$ cat src/rtl/snoop_tag_pkg.sv
package snoop_tag_pkg;
  localparam int ADDR_W = 32;

  typedef logic [ADDR_W-1:0] addr_t;

  // Index width for a count of items, at least one bit wide.
  function automatic int idx_bits(input int n);
    return (n > 1) ? $clog2(n) : 1;
  endfunction
endpackage

$ cat src/rtl/snp_rst_sync.sv
module snp_rst_sync (
  input  logic clk,
  input  logic arst_n,
  output logic srst_n
);
  logic [1:0] stage_q;
  logic [1:0] stage_d;

  always_comb begin
    stage_d = {stage_q[0], 1'b1};
  end

  always_ff @(posedge clk or negedge arst_n) begin
    if (!arst_n) stage_q <= 2'b00;
    else         stage_q <= stage_d;
  end

  assign srst_n = stage_q[1];
endmodule

$ cat src/rtl/snp_tag_bank.sv
module snp_tag_bank import snoop_tag_pkg::*; #(
  parameter int SETS  = 16,
  parameter int TAG_W = 23
) (
  input  logic                       clk,
  input  logic                       wr_en,
  input  logic [idx_bits(SETS)-1:0]  wr_idx,
  input  logic [TAG_W-1:0]           wr_tag,
  input  logic [idx_bits(SETS)-1:0]  rda_idx,
  output logic [TAG_W-1:0]           rda_tag,
  input  logic [idx_bits(SETS)-1:0]  rdb_idx,
  output logic [TAG_W-1:0]           rdb_tag
);
  // Tag storage carries no reset: validity lives in the valid bank.
  logic [TAG_W-1:0] mem_q [SETS];

  always_ff @(posedge clk) begin
    if (wr_en) mem_q[wr_idx] <= wr_tag;
  end

  // Two asynchronous read ports: processor side and snoop side.
  assign rda_tag = mem_q[rda_idx];
  assign rdb_tag = mem_q[rdb_idx];
endmodule

$ cat src/rtl/snp_valid_bank.sv
module snp_valid_bank import snoop_tag_pkg::*; #(
  parameter int SETS = 16
) (
  input  logic                       clk,
  input  logic                       rst_n,
  input  logic                       set_en,
  input  logic [idx_bits(SETS)-1:0]  set_idx,
  input  logic                       clr_en,
  input  logic [idx_bits(SETS)-1:0]  clr_idx,
  input  logic [idx_bits(SETS)-1:0]  rda_idx,
  output logic                       rda,
  input  logic [idx_bits(SETS)-1:0]  rdb_idx,
  output logic                       rdb,
  output logic [SETS-1:0]            bits_o
);
  logic [SETS-1:0] vld_q;
  logic [SETS-1:0] vld_d;
  logic            upd_en;

  // Clear is applied after set, so a same-cycle collision ends invalid.
  always_comb begin
    vld_d = vld_q;
    if (set_en) vld_d[set_idx] = 1'b1;
    if (clr_en) vld_d[clr_idx] = 1'b0;
  end

  assign upd_en = set_en | clr_en;

  always_ff @(posedge clk or negedge rst_n) begin
    if (!rst_n)      vld_q <= '0;
    else if (upd_en) vld_q <= vld_d;
  end

  assign rda    = vld_q[rda_idx];
  assign rdb    = vld_q[rdb_idx];
  assign bits_o = vld_q;
endmodule

$ cat src/rtl/snp_way_cmp.sv
module snp_way_cmp #(
  parameter int WAYS  = 2,
  parameter int TAG_W = 23
) (
  input  logic [WAYS-1:0][TAG_W-1:0] tags_i,
  input  logic [WAYS-1:0]            vld_i,
  input  logic [TAG_W-1:0]           key_i,
  output logic [WAYS-1:0]            hit_o
);
  for (genvar w = 0; w < WAYS; w++) begin : g_way
    assign hit_o[w] = vld_i[w] && (tags_i[w] == key_i);
  end
endmodule

$ cat src/rtl/snoop_tag_store.sv
module snoop_tag_store import snoop_tag_pkg::*; #(
  parameter int NUM_SETS   = 16,
  parameter int NUM_WAYS   = 2,
  parameter int LINE_BYTES = 32
) (
  input  logic                           clk,
  input  logic                           rst_n,
  input  logic                           lk_req,
  input  logic [31:0]                    lk_addr,
  output logic                           lk_hit,
  output logic [idx_bits(NUM_WAYS)-1:0]  lk_way,
  input  logic                           fill_en,
  input  logic [31:0]                    fill_addr,
  input  logic [idx_bits(NUM_WAYS)-1:0]  fill_way,
  input  logic                           bus_cyc,
  input  logic                           bus_stb,
  input  logic                           bus_we,
  input  logic                           bus_mine,
  input  logic [31:0]                    bus_adr
);
  localparam int OFS_W = $clog2(LINE_BYTES);
  localparam int IDX_W = idx_bits(NUM_SETS);
  localparam int WAY_W = idx_bits(NUM_WAYS);
  localparam int TAG_W = ADDR_W - OFS_W - IDX_W;

  logic rst_s;

  snp_rst_sync u_rst (
    .clk    (clk),
    .arst_n (rst_n),
    .srst_n (rst_s)
  );

  // Address fields for the three paths.
  logic [IDX_W-1:0] lk_idx, fill_idx, sn_idx;
  logic [TAG_W-1:0] lk_tag, fill_tag, sn_tag;

  assign lk_idx   = lk_addr[OFS_W +: IDX_W];
  assign lk_tag   = lk_addr[ADDR_W-1 -: TAG_W];
  assign fill_idx = fill_addr[OFS_W +: IDX_W];
  assign fill_tag = fill_addr[ADDR_W-1 -: TAG_W];
  assign sn_idx   = bus_adr[OFS_W +: IDX_W];
  assign sn_tag   = bus_adr[ADDR_W-1 -: TAG_W];

  logic unused_ofs;
  assign unused_ofs = ^{lk_addr[OFS_W-1:0], fill_addr[OFS_W-1:0], bus_adr[OFS_W-1:0]};

  // Foreign write qualification.
  logic snp_qual;
  assign snp_qual = bus_cyc & bus_stb & bus_we & ~bus_mine;

  logic [NUM_WAYS-1:0][TAG_W-1:0]    lk_tags, sn_tags;
  logic [NUM_WAYS-1:0]               lk_vld, sn_vld;
  logic [NUM_WAYS-1:0]               lk_hitv, sn_hitv;
  logic [NUM_WAYS-1:0]               fill_sel;
  logic [NUM_WAYS-1:0]               snp_clr;
  logic [NUM_WAYS-1:0][NUM_SETS-1:0] way_bits;
  logic [NUM_SETS-1:0][NUM_WAYS-1:0] vld_sw;
  logic                              fill_same_line;

  // The snooped line may also be the one being filled this cycle.
  assign fill_same_line = (fill_idx == sn_idx) && (fill_tag == sn_tag);

  for (genvar w = 0; w < NUM_WAYS; w++) begin : g_way
    assign fill_sel[w] = fill_en && (fill_way == WAY_W'(w));
    assign snp_clr[w]  = snp_qual && (sn_hitv[w] || (fill_sel[w] && fill_same_line));

    snp_tag_bank #(
      .SETS  (NUM_SETS),
      .TAG_W (TAG_W)
    ) u_tag (
      .clk     (clk),
      .wr_en   (fill_sel[w]),
      .wr_idx  (fill_idx),
      .wr_tag  (fill_tag),
      .rda_idx (lk_idx),
      .rda_tag (lk_tags[w]),
      .rdb_idx (sn_idx),
      .rdb_tag (sn_tags[w])
    );

    snp_valid_bank #(
      .SETS (NUM_SETS)
    ) u_vld (
      .clk     (clk),
      .rst_n   (rst_s),
      .set_en  (fill_sel[w]),
      .set_idx (fill_idx),
      .clr_en  (snp_clr[w]),
      .clr_idx (sn_idx),
      .rda_idx (lk_idx),
      .rda     (lk_vld[w]),
      .rdb_idx (sn_idx),
      .rdb     (sn_vld[w]),
      .bits_o  (way_bits[w])
    );
  end

  always_comb begin
    for (int s = 0; s < NUM_SETS; s++) begin
      for (int w = 0; w < NUM_WAYS; w++) begin
        vld_sw[s][w] = way_bits[w][s];
      end
    end
  end

  snp_way_cmp #(
    .WAYS  (NUM_WAYS),
    .TAG_W (TAG_W)
  ) u_lk_cmp (
    .tags_i (lk_tags),
    .vld_i  (lk_vld),
    .key_i  (lk_tag),
    .hit_o  (lk_hitv)
  );

  snp_way_cmp #(
    .WAYS  (NUM_WAYS),
    .TAG_W (TAG_W)
  ) u_sn_cmp (
    .tags_i (sn_tags),
    .vld_i  (sn_vld),
    .key_i  (sn_tag),
    .hit_o  (sn_hitv)
  );

  // Processor result: lowest matching way wins the encode.
  always_comb begin
    lk_way = '0;
    for (int w = NUM_WAYS - 1; w >= 0; w--) begin
      if (lk_hitv[w]) lk_way = WAY_W'(w);
    end
  end

  assign lk_hit = lk_req && (|lk_hitv);
endmodule

$ cat config.mk
export PLATFORM = sky130hd
export DESIGN_NAME = snoop_tag_store
export DESIGN_NICKNAME = d
export VERILOG_FILES = /design/src/rtl/snoop_tag_pkg.sv /design/src/rtl/snp_rst_sync.sv /design/src/rtl/snp_tag_bank.sv /design/src/rtl/snp_valid_bank.sv /design/src/rtl/snp_way_cmp.sv /design/src/rtl/snoop_tag_store.sv
export SDC_FILE = /design/constraint.sdc
export NUM_CORES = 1
export LEC_CHECK = 0
export CAP_MARGIN = 20
export CORE_MARGIN = 8
export CORE_UTILIZATION = 50
export DETAILED_ROUTE_END_ITERATION = 12
export PLACE_DENSITY = 0.75
export SLEW_MARGIN = 20
export SYNTH_ARGS = -nofsm -noshare
export SYNTH_HDL_FRONTEND = slang
export SYNTH_HIERARCHICAL = 1
export SYNTH_SLANG_ARGS = --single-unit
export TNS_END_PERCENT = 20
$ cat constraint.sdc
create_clock -name clk -period 2.9 [get_ports clk]
set_input_delay 0.58 -clock clk [delete_from_list [all_inputs] [get_ports clk]]
set_output_delay 0.58 -clock clk [all_outputs]
set_load 0.01 [all_outputs]
; ---- Word level (Yosys, flattened, before mapping)
; Memories as Yosys holds them, arrays and structs flattened.
; Index checks and enable logic that the tools add are counted.
[totals]
register_bits = 34
mem_bits_rw = 736
input_bits = 105
output_inout_bits = 2
wordCells = 67
mem_count = 2
[op_classes]
magnitude_cmp = 5
eq_ne = 6
mux = 22
n_bitwise = 12
n_reduce_logical = 17
[memory_table]
columns = name, words, width, read_ports, rd_ports_with_merged_regs, write_ports, line_no
row1 = g_way[0].u_tag.mem_q, 16, 23, 2, 0, 1, snp_tag_bank.sv:15  ; logic [TAG_W-1:0] mem_q [SETS];
row2 = g_way[1].u_tag.mem_q, 16, 23, 2, 0, 1, snp_tag_bank.sv:15
[op_table]
columns = op, n
row1 = 23-bit equality test, 5
row2 = 16-bit 2-to-1 mux, 4
row3 = 16-bit bitwise AND, 2
row4 = 16-bit bitwise OR, 2
row5 = 1-bit binary-select mux with 4-bit select, 4
row6 = 16-bit inverter, 1
row7 = 4-bit by 5-bit < comparator with 1-bit output (second input constant), 3
row8 = 1-bit logical AND, 14
row9 = 1-bit 2-to-1 mux, 12
row10 = 1-bit demux with 4-bit select, 2
row11 = 4-bit by 1-bit >= comparator with 1-bit output (second input constant), 2
row12 = 4-bit equality test, 1
row13 = 1-bit bitwise AND, 3
row14 = 1-bit logical OR, 2
row15 = 1-bit inverter, 2
row16 = 1-bit bitwise OR, 2
row17 = 2-bit OR reduction, 1

; ---- Depth between registers and ports, before layout
; Gate-level depths: netlist of the first run.
[depth]
word_depth = 8
depth_mapped = 14
mapped_depth_nobuf = 12

; ---- Cells and area by module
; Netlist of the first run, hierarchy kept.
[modules_own_cells]
columns = mod, n_inst, cells_each, area_per_inst_um2
row1 = snp_tag_bank, 2, 779, 16535.9
row2 = snp_valid_bank, 2, 81, 954.7
row3 = snp_way_cmp, 2, 62, 510.5
row4 = snoop_tag_store, 1, 47, 367.9
row5 = snp_rst_sync, 1, 3, 53.8

; ---- Worst setup path after synthesis of the first run
; No wires, ideal clock.
[synth_timing]
kind = input-to-reg
start = in fill_en
end = mem g_way[0].u_tag.mem_q[0][0], enable pin
setup_ns = 0.432
arrival_time_ns = 3.010
t_required_ns = 2.468
setup_slack_ns = -0.542
path_stages = 3
cell_sequence = nor2b_1 or3b_2 nor3_1
[synth_between]
elab_chain_len = 3
[synth_lines]
columns = element, line_no
row1 = "start, declared", snoop_tag_store.sv:12  ; input logic fill_en,
row2 = 1-bit logical AND, snoop_tag_store.sv:65  ; assign fill_sel[w] = fill_en && (fill_way == WAY_W'(w));
row3 = 1-bit 2-to-1 mux, snp_tag_bank.sv:18  ; if (wr_en) mem_q[wr_idx] <= wr_tag;
row4 = 1-bit 2-to-1 mux (not written as such), snp_tag_bank.sv:18
row5 = "end, declared", snp_tag_bank.sv:15
; No other way between the ends.

==> results of run 1 <==
-- worst max-delay path, stage by stage --
cell	delay [ps]
buf_16	150
buf_16	170
buf_12	130
mux4_2	490
a22oi_1	290
nand2_1	120
xor2_1	180
nor4_2	400
nand4_1	140
buf_4	170
nor3_4	220
buf_12	160
o21a_1	100
buf_2	120
-- synthesized netlist by cell type (5+ instances only) --
cell type,count
nand2_1,96
edfxtp_1,736
mux4_2,368
a21oi_1,44
and3_1,7
buf_2,12
dfrtp_1,34
nand4_1,16
nor2b_1,20
nor4_1,18
mux4_1,16
nor2_1,36
xor2_1,76
mux2i_1,12
clkbuf_1,40
inv_1,5
xnor2_1,43
a22oi_1,184
nand2b_1,6
and2_1,5
buf_6,16
buf_4,20
buf_1,28
nor3_1,8
a31oi_1,20
-- power by group through the flow --
stage	clock [mW]	sequential (mW)	combinational [mW]
floorplan	0	12.7	1.53
global placement	0	12.7	2.98
detailed placement	0	12.8	3.03
CTS	10.7	12.5	3.17
global route	11.1	12.6	3.44
finish	10.6	12.5	3.35
-- repair_timing --
item | 4_1_cts | 5_1_grt
resized for setup | 96 | 47
setup buffers | 25 | 29
cloned | 3 | 3
setup endpoints to repair | 34 | 34
hold endpoints to repair | 0 | 0
pin swaps | 42 | 29
-- cells in the final DEF (no fill, tap or decap), types with 12 or more instances in the layout --
master           synthesis  layout
edfxtp_1               736     736
mux4_2                 368     368
buf_4                   20     303
a22oi_1                184     149
nand2_1                 96      85
clkbuf_16                0      85
buf_12                   0      85
clkdlybuf4s50_1          0      81
xor2_1                  76      75
xnor2_1                 43      41
a21oi_1                 44      41
a22oi_2                  0      35
dfrtp_1                 34      34
nor2_4                   0      28
clkinv_1                 0      22
a31oi_1                 20      20
clkinv_2                 0      17
nand4_1                 16      16
mux4_1                  16      16
buf_6                   16      15
mux2i_1                 12      12
-- stage by stage --
| stage | setup slack (ps) | area, µm² |
|---|---|---|
| finish | -1140 | 45800 |
| floorplan | -245 | 36400 |
| CTS | -1130 | 45200 |
| global placement | -1940 | 41900 |
| global route | -1210 | 45800 |
| detailed placement | -2000 | 41900 |
-- area by class of cell --
cell class	instances	area, µm²	area share [%]
antenna	2	5.00	0.0109
clock buffer	91	2090	4.55
clock inverter	58	584	1.28
inverter	5	18.8	0.0410
multi-input combinational	1003	13500	29.4
sequential	770	23000	50.1
tap	959	1200	2.62
timing repair buffer	509	5470	11.9
-- how the worst min path moves through the flow --
stage,startpoint,to,slack (ps),depth (start not counted)
after floorplan,rst_n,u_rst/stage_q[0],280,0
after global placement,u_rst/stage_q[1],g_way[0].u_vld/bits_o[7],290,1
after detailed placement,u_rst/stage_q[1],g_way[0].u_vld/bits_o[7],280,1
after CTS,rst_n,u_rst/stage_q[1],80,1
after global routing,rst_n,u_rst/stage_q[1],100,1
final,rst_n,u_rst/stage_q[1],90,1
-- registers in the layout (all words and copies together), names as in the netlist --
signal              cells
g_way.u_tag/mem_q     736
g_way.u_vld/bits_o     32
u_rst/stage_q           2
-- kinds of logic after synthesis --
family                    count (synthesis)
DFF                                     770
AOI/OAI and AO/OA                       251
xor gates and xnor gates                119
and+or+nand+nor                         236
other                                     1
muxes                                   396
buffers and inverters                   121
-- per-layer routing --
layer | vias up | part of all wire, % | GRT usage [%]
li1 | 9135 | - | -
met1 | 12300 | 35 | 38.6
met2 | 2044 | 45 | 43.4
met3 | 346 | 14 | 8.29
met4 | 4 | 5.7 | 14.0
met5 | - | 0.096 | 0.892
==> metrics.cfg, run 1 <==
[status]
status=finished, violations left
violations=negative setup slack

[power_and_ir_drop]
swShare_pct=24.1
comb_power_share_pct=12.6
clkPwrFrac_pct=40.1
intPower_mw=20.1
seqPwrFrac_pct=47.3
total_power_mw=26.5
peakVddDrop_v=0.000414
p_leak_nw=15.5
powerDensity_nw_per_um2=579
net-switching-power_mw=6.38

[timing]
worstMarginPinSlew_ps=610
whs_ps=94.1
slew_viol_final=0
finalWorstSetupSlack_ps=-1140
finClkSkew_ps=21.1
rsz0062_at_grt=yes
max_freq_ghz=0.247
period_minus_slack_ps=4040
setup_viol=34
finalSetupTns_ps=-8600
final-hold-violation-count=0
maxSlewHeadroom_pct=59.3
finalCritPeriodShare_pct=139

[final_layout]
final_nets=2475
area_growth_pct=25.7
fillCellCount=4857
drive_gt1_share_pct=42.6
final_util_pct=63.1
stdcell_count=3397

[synth]
synthArstFlopShare_pct=4.42
seq_area_frac_synth_pct=63.0
yosysWarnings=6
syn-cell-area_um2=36400
mappedNetlistNets=1999
synth_fa_ha_area_share_pct=0
synth_ff_type=edfxtp_1
synth_top_family_by_area=multiplexers
synth_compound_area_share_pct=4.79
yosys.area.top_type=edfxtp_1
yosys.area.top_type_share_pct=60.7
synth.mux.area_fraction_pct=24.2
ys_top_cells_by_area=edfxtp_1 61%, mux4_2 23%, a22oi_1 3.8%
ys_types=36
synth-simple-area-share_pct=3.26
ys_ff_latch=770
synth_cells=1894
synth_xor_area_share_pct=2.86
synth_edf_count=736
syn_avg_cell_area_um2=19.2

[floorplanning]
num_rows=99
start_util_pct=50.2
die_h_um=286
dieArea_um2=81700
top_level_ports=107
core_um2=72600
die_w_um=286

[placed_design]
port_buffers=91
place.detailed.hpwl_mm=79.9
gp_congestion=0.954
dp.cells=3187

[critical_path]
r2r_cells=16
path_max_fanout=8
cp_data_required_time_ps=2320
r2r-end=g_way[1].u_vld/bits_o[12]
crit_path_start=lk_addr[5]
end_kind=output pin
worstPathArrival_ps=3460
crit-reg2reg-launch=g_way[1].u_tag/mem_q[0][2]
endpoint=lk_hit
path_class=input pin to output pin
r2r_slack_ps=-290
start_kind=input pin

[clocking]
ctsLongestPathBuffers=3
clk_latency_ps=650
cts_buffers=81
cts_num_sinks=770
cts_tree=done
htree_levels=3
path_clk_slew_ps=60
ctsHoldBuffers=0
root_buffer=clkbuf_16

[grt]
overflow=0
grt_max_degree=33
grt_pass1_vias=24000
grt_usage_pct=28.8
grt_pass1_wl_mm=170
antenna_found_initial=2

[drt]
drt-wirelength-per-cell_um=35.3
drt_wl_total_mm=120
first_iter_violations=4045
routed_via_density=7.01
ant_nets=0
drc=0
vias=23800
dr.pass1.iters=6

[min_path]
min_path_type=input pin to asynchronous set/reset pin

[job]
cap_violations=0

Note: power is estimated with default switching activity, not from simulation.
==> run 2, diff against run 1 <==
Settings changed: DONT_BUFFER_PORTS set to 1, PLACE_DENSITY 0.75 to 0.74.
==> metrics.cfg, run 2 (synthesized netlist as in run 1, its figures left out) <==
[drt]
drt-wirelength-per-cell_um=34.8  ; -1.4%
drc=0  ; unchanged
ant_nets=0  ; unchanged
vias=21400  ; -10%
routed_via_density=7.06  ; +0.70%
first_iter_violations=2985  ; -26%
drt_wl_total_mm=105  ; -12%
dr.pass1.iters=6  ; unchanged

[timing]
max_freq_ghz=0.253  ; +2.2%
slew_viol_final=0  ; unchanged
finalCritPeriodShare_pct=136  ; -3.0 points
finalSetupTns_ps=-9860  ; -1260 ps
finalWorstSetupSlack_ps=-1050  ; +88.2 ps
setup_viol=34  ; unchanged
finClkSkew_ps=20.8  ; -0.319 ps
worstMarginPinSlew_ps=780  ; +170 ps
maxSlewHeadroom_pct=47.8  ; -12 points
final-hold-violation-count=0  ; unchanged
rsz0062_at_grt=yes
period_minus_slack_ps=3950  ; -88.2 ps

[final_layout]
mostFrequentLayoutCells=736 x edfxtp_1, 368 x mux4_2, 150 x a22oi_1
drive_gt1_share_pct=36.0  ; -6.6 points
seq_area_um2=23000  ; unchanged
area_growth_pct=14.4
final_common_cell=edfxtp_1
design_area_um2=41700  ; -9.0%
fillCellCount=5284  ; +8.8%
multiInputGateArea_um2=13400  ; -0.37%
stdcell_count=3027  ; -11%
final_nets=2108  ; -15%
largest_register=g_way.u_tag/mem_q
largest_reg_flops=736  ; unchanged

[placed_design]
place_ws_ps=-897  ; +1100 ps
port_buffers=0  ; -100%
place.detailed.hpwl_mm=64.7  ; -19%
post_dp_cell_area_um2=38700  ; -7.6%
gp_congestion=0.879  ; -7.8%
dp.cells=2872  ; -9.9%

[grt]
overflow=0  ; unchanged
grt_usage_pct=25.6  ; -3.2 points
grt_pass1_vias=21800  ; -9.1%
antenna_found_initial=4  ; +2
grt_pass1_wl_mm=153  ; -10%
grt_max_degree=201  ; +510%

[critical_path]
critical-path-top-delay-family=simple AND/OR/NAND/NOR gates
crit_slowest_cell=mux4_2
cp_data_required_time_ps=2320  ; about the same
slowest_delay_ps=510  ; +20 ps
path_class=flop to output pin
path_max_fanout=2  ; -6
critPathBufInv=3  ; -3
end_kind=output pin
worstPathCellList=mux4_2, a22oi_2, nand2_1, xor2_1, nor4_2, buf_4, nand4_1, nor3_2, buf_4, nor2b_1, buf_4
start_kind=flop
path_common_cell=buf_4
worstPathArrival_ps=3370  ; -90 ps

[status]
status=finished, violations left
violations=negative setup slack

[clocking]
clk_latency_ps=620  ; -30 ps
cts_tree=done
htree_levels=3  ; unchanged
path_clk_slew_ps=70  ; about the same
ctsLongestPathBuffers=3  ; unchanged
cts_buffers=79  ; -2.5%
root_buffer=clkbuf_16
cts_num_sinks=770  ; unchanged

[power_and_ir_drop]
intPower_mw=19.3  ; -4.0%
clkPwrFrac_pct=40.8  ; +0.7 points
powerDensity_nw_per_um2=592  ; +2.2%
peakVddDrop_v=0.000366  ; -12%
seqPwrFrac_pct=50.9  ; +3.6 points
total_power_mw=24.7  ; -7.0%
p_leak_nw=13.3  ; -14%
comb_power_share_pct=8.3  ; -4.3 points
net-switching-power_mw=5.34  ; -16%
swShare_pct=21.6  ; -2.4 points

[floorplanning]
top_level_ports=107  ; unchanged
die_h_um=286  ; unchanged
dieArea_um2=81700  ; unchanged
die_w_um=286  ; unchanged
num_rows=99  ; unchanged
start_util_pct=50.2  ; unchanged
core_um2=72600  ; unchanged

[job]
cap_violations=0  ; unchanged

[min_path]
min_path_type=input pin to flop

[run 2: cell count changes in the layout (fill, tap and decap cells not counted), sizes merged, moves of 2 or more]
cell           before  now
dlygate4sd2         2    0
bufbuf              3    0
clkinv             40   33
clkdlybuf4s50      81    0
buf               416  143
clkinvlp            2    4
bufinv             11    8
[run 2: worst paths after layout]
| check | start | to | slack (ps) | cells past startpoint |
|---|---|---|---|---|
| setup / recovery | g_way[1].u_tag/mem_q[3][4] | lk_way | -1050 | 11 |
| hold / removal | fill_addr[24] | g_way[0].u_tag/mem_q[5][15] | 60 | 0 |
| setup reg to reg | g_way[0].u_tag/mem_q[8][18] | g_way[0].u_vld/bits_o[8] | -340 | 14 |
| hold reg to reg | u_rst/stage_q[1] | g_way[1].u_vld/bits_o[12] | 270 | 1 |
| max in group asynchronous | u_rst/stage_q[1] | g_way[0].u_vld/bits_o[11] | 2320 | 1 |
| min in group asynchronous | rst_n | u_rst/stage_q[0] | 190 | 1 |
[run 2: repair_timing]
| action | in CTS | in global routing |
|---|---|---|
| hold buffers | 1 | 0 |
| gates resized for setup | 37 | 40 |
| buffers inserted | 3 | 6 |
| endpoints found under the setup margin | 34 | 34 |
| hold endpoints to repair | 2 | 0 |
| pin swaps | 29 | 31 |
[run 2: metrics by stage]
stage	util, %	hold WS [ps]
after global routing	57.4	48.6
after global placement	53.3	269
after floorplan	-	284
after detailed placement	53.3	285
final	57.4	57.6
after CTS	57.1	28.4
[run 2: power groups by stage]
stage,combinational [mW],clock [mW],sequential [mW]
CTS,1.96,10.2,12.5
global route,2.12,10.6,12.6
global placement,1.88,0,12.7
detailed placement,1.91,0,12.8
floorplan,1.53,0,12.7
finish,2.05,10.1,12.5
[run 2: routing by layer]
layer | GRT usage, % | routed length, µm | up-vias
li1 | - | - | 8367
met1 | 34.1 | 37800 | 11300
met2 | 39.2 | 49000 | 1540
met3 | 9.62 | 15400 | 193
met4 | 8.05 | 3210 | 2
met5 | 0 | 17 | -
[run 2: worst register-to-register path: stages, from the launching register on]
cell      delay [ps]
edfxtp_1         400
buf_4            150
mux4_2           450
a22oi_2          180
nand2_2          110
xor2_1           170
nor4_1           310
buf_4            160
nand4_1          310
nor3_2           230
nand2_1           90
o21ai_2          120
nand2b_4         110
nor3b_2          240
a21oi_1           90
[run 2: final cells by class]
| type | count | share of cell area [%] |
|---|---|---|
| repair buffers | 144 | 3.68 |
| multi-input cells | 1003 | 32.2 |
| clock inverters | 49 | 1.08 |
| clock buffers | 96 | 5.00 |
| diodes | 1 | 0.00601 |
| inverters | 5 | 0.0450 |
| well taps | 959 | 2.88 |
| flip-flops and latches | 770 | 55.1 |
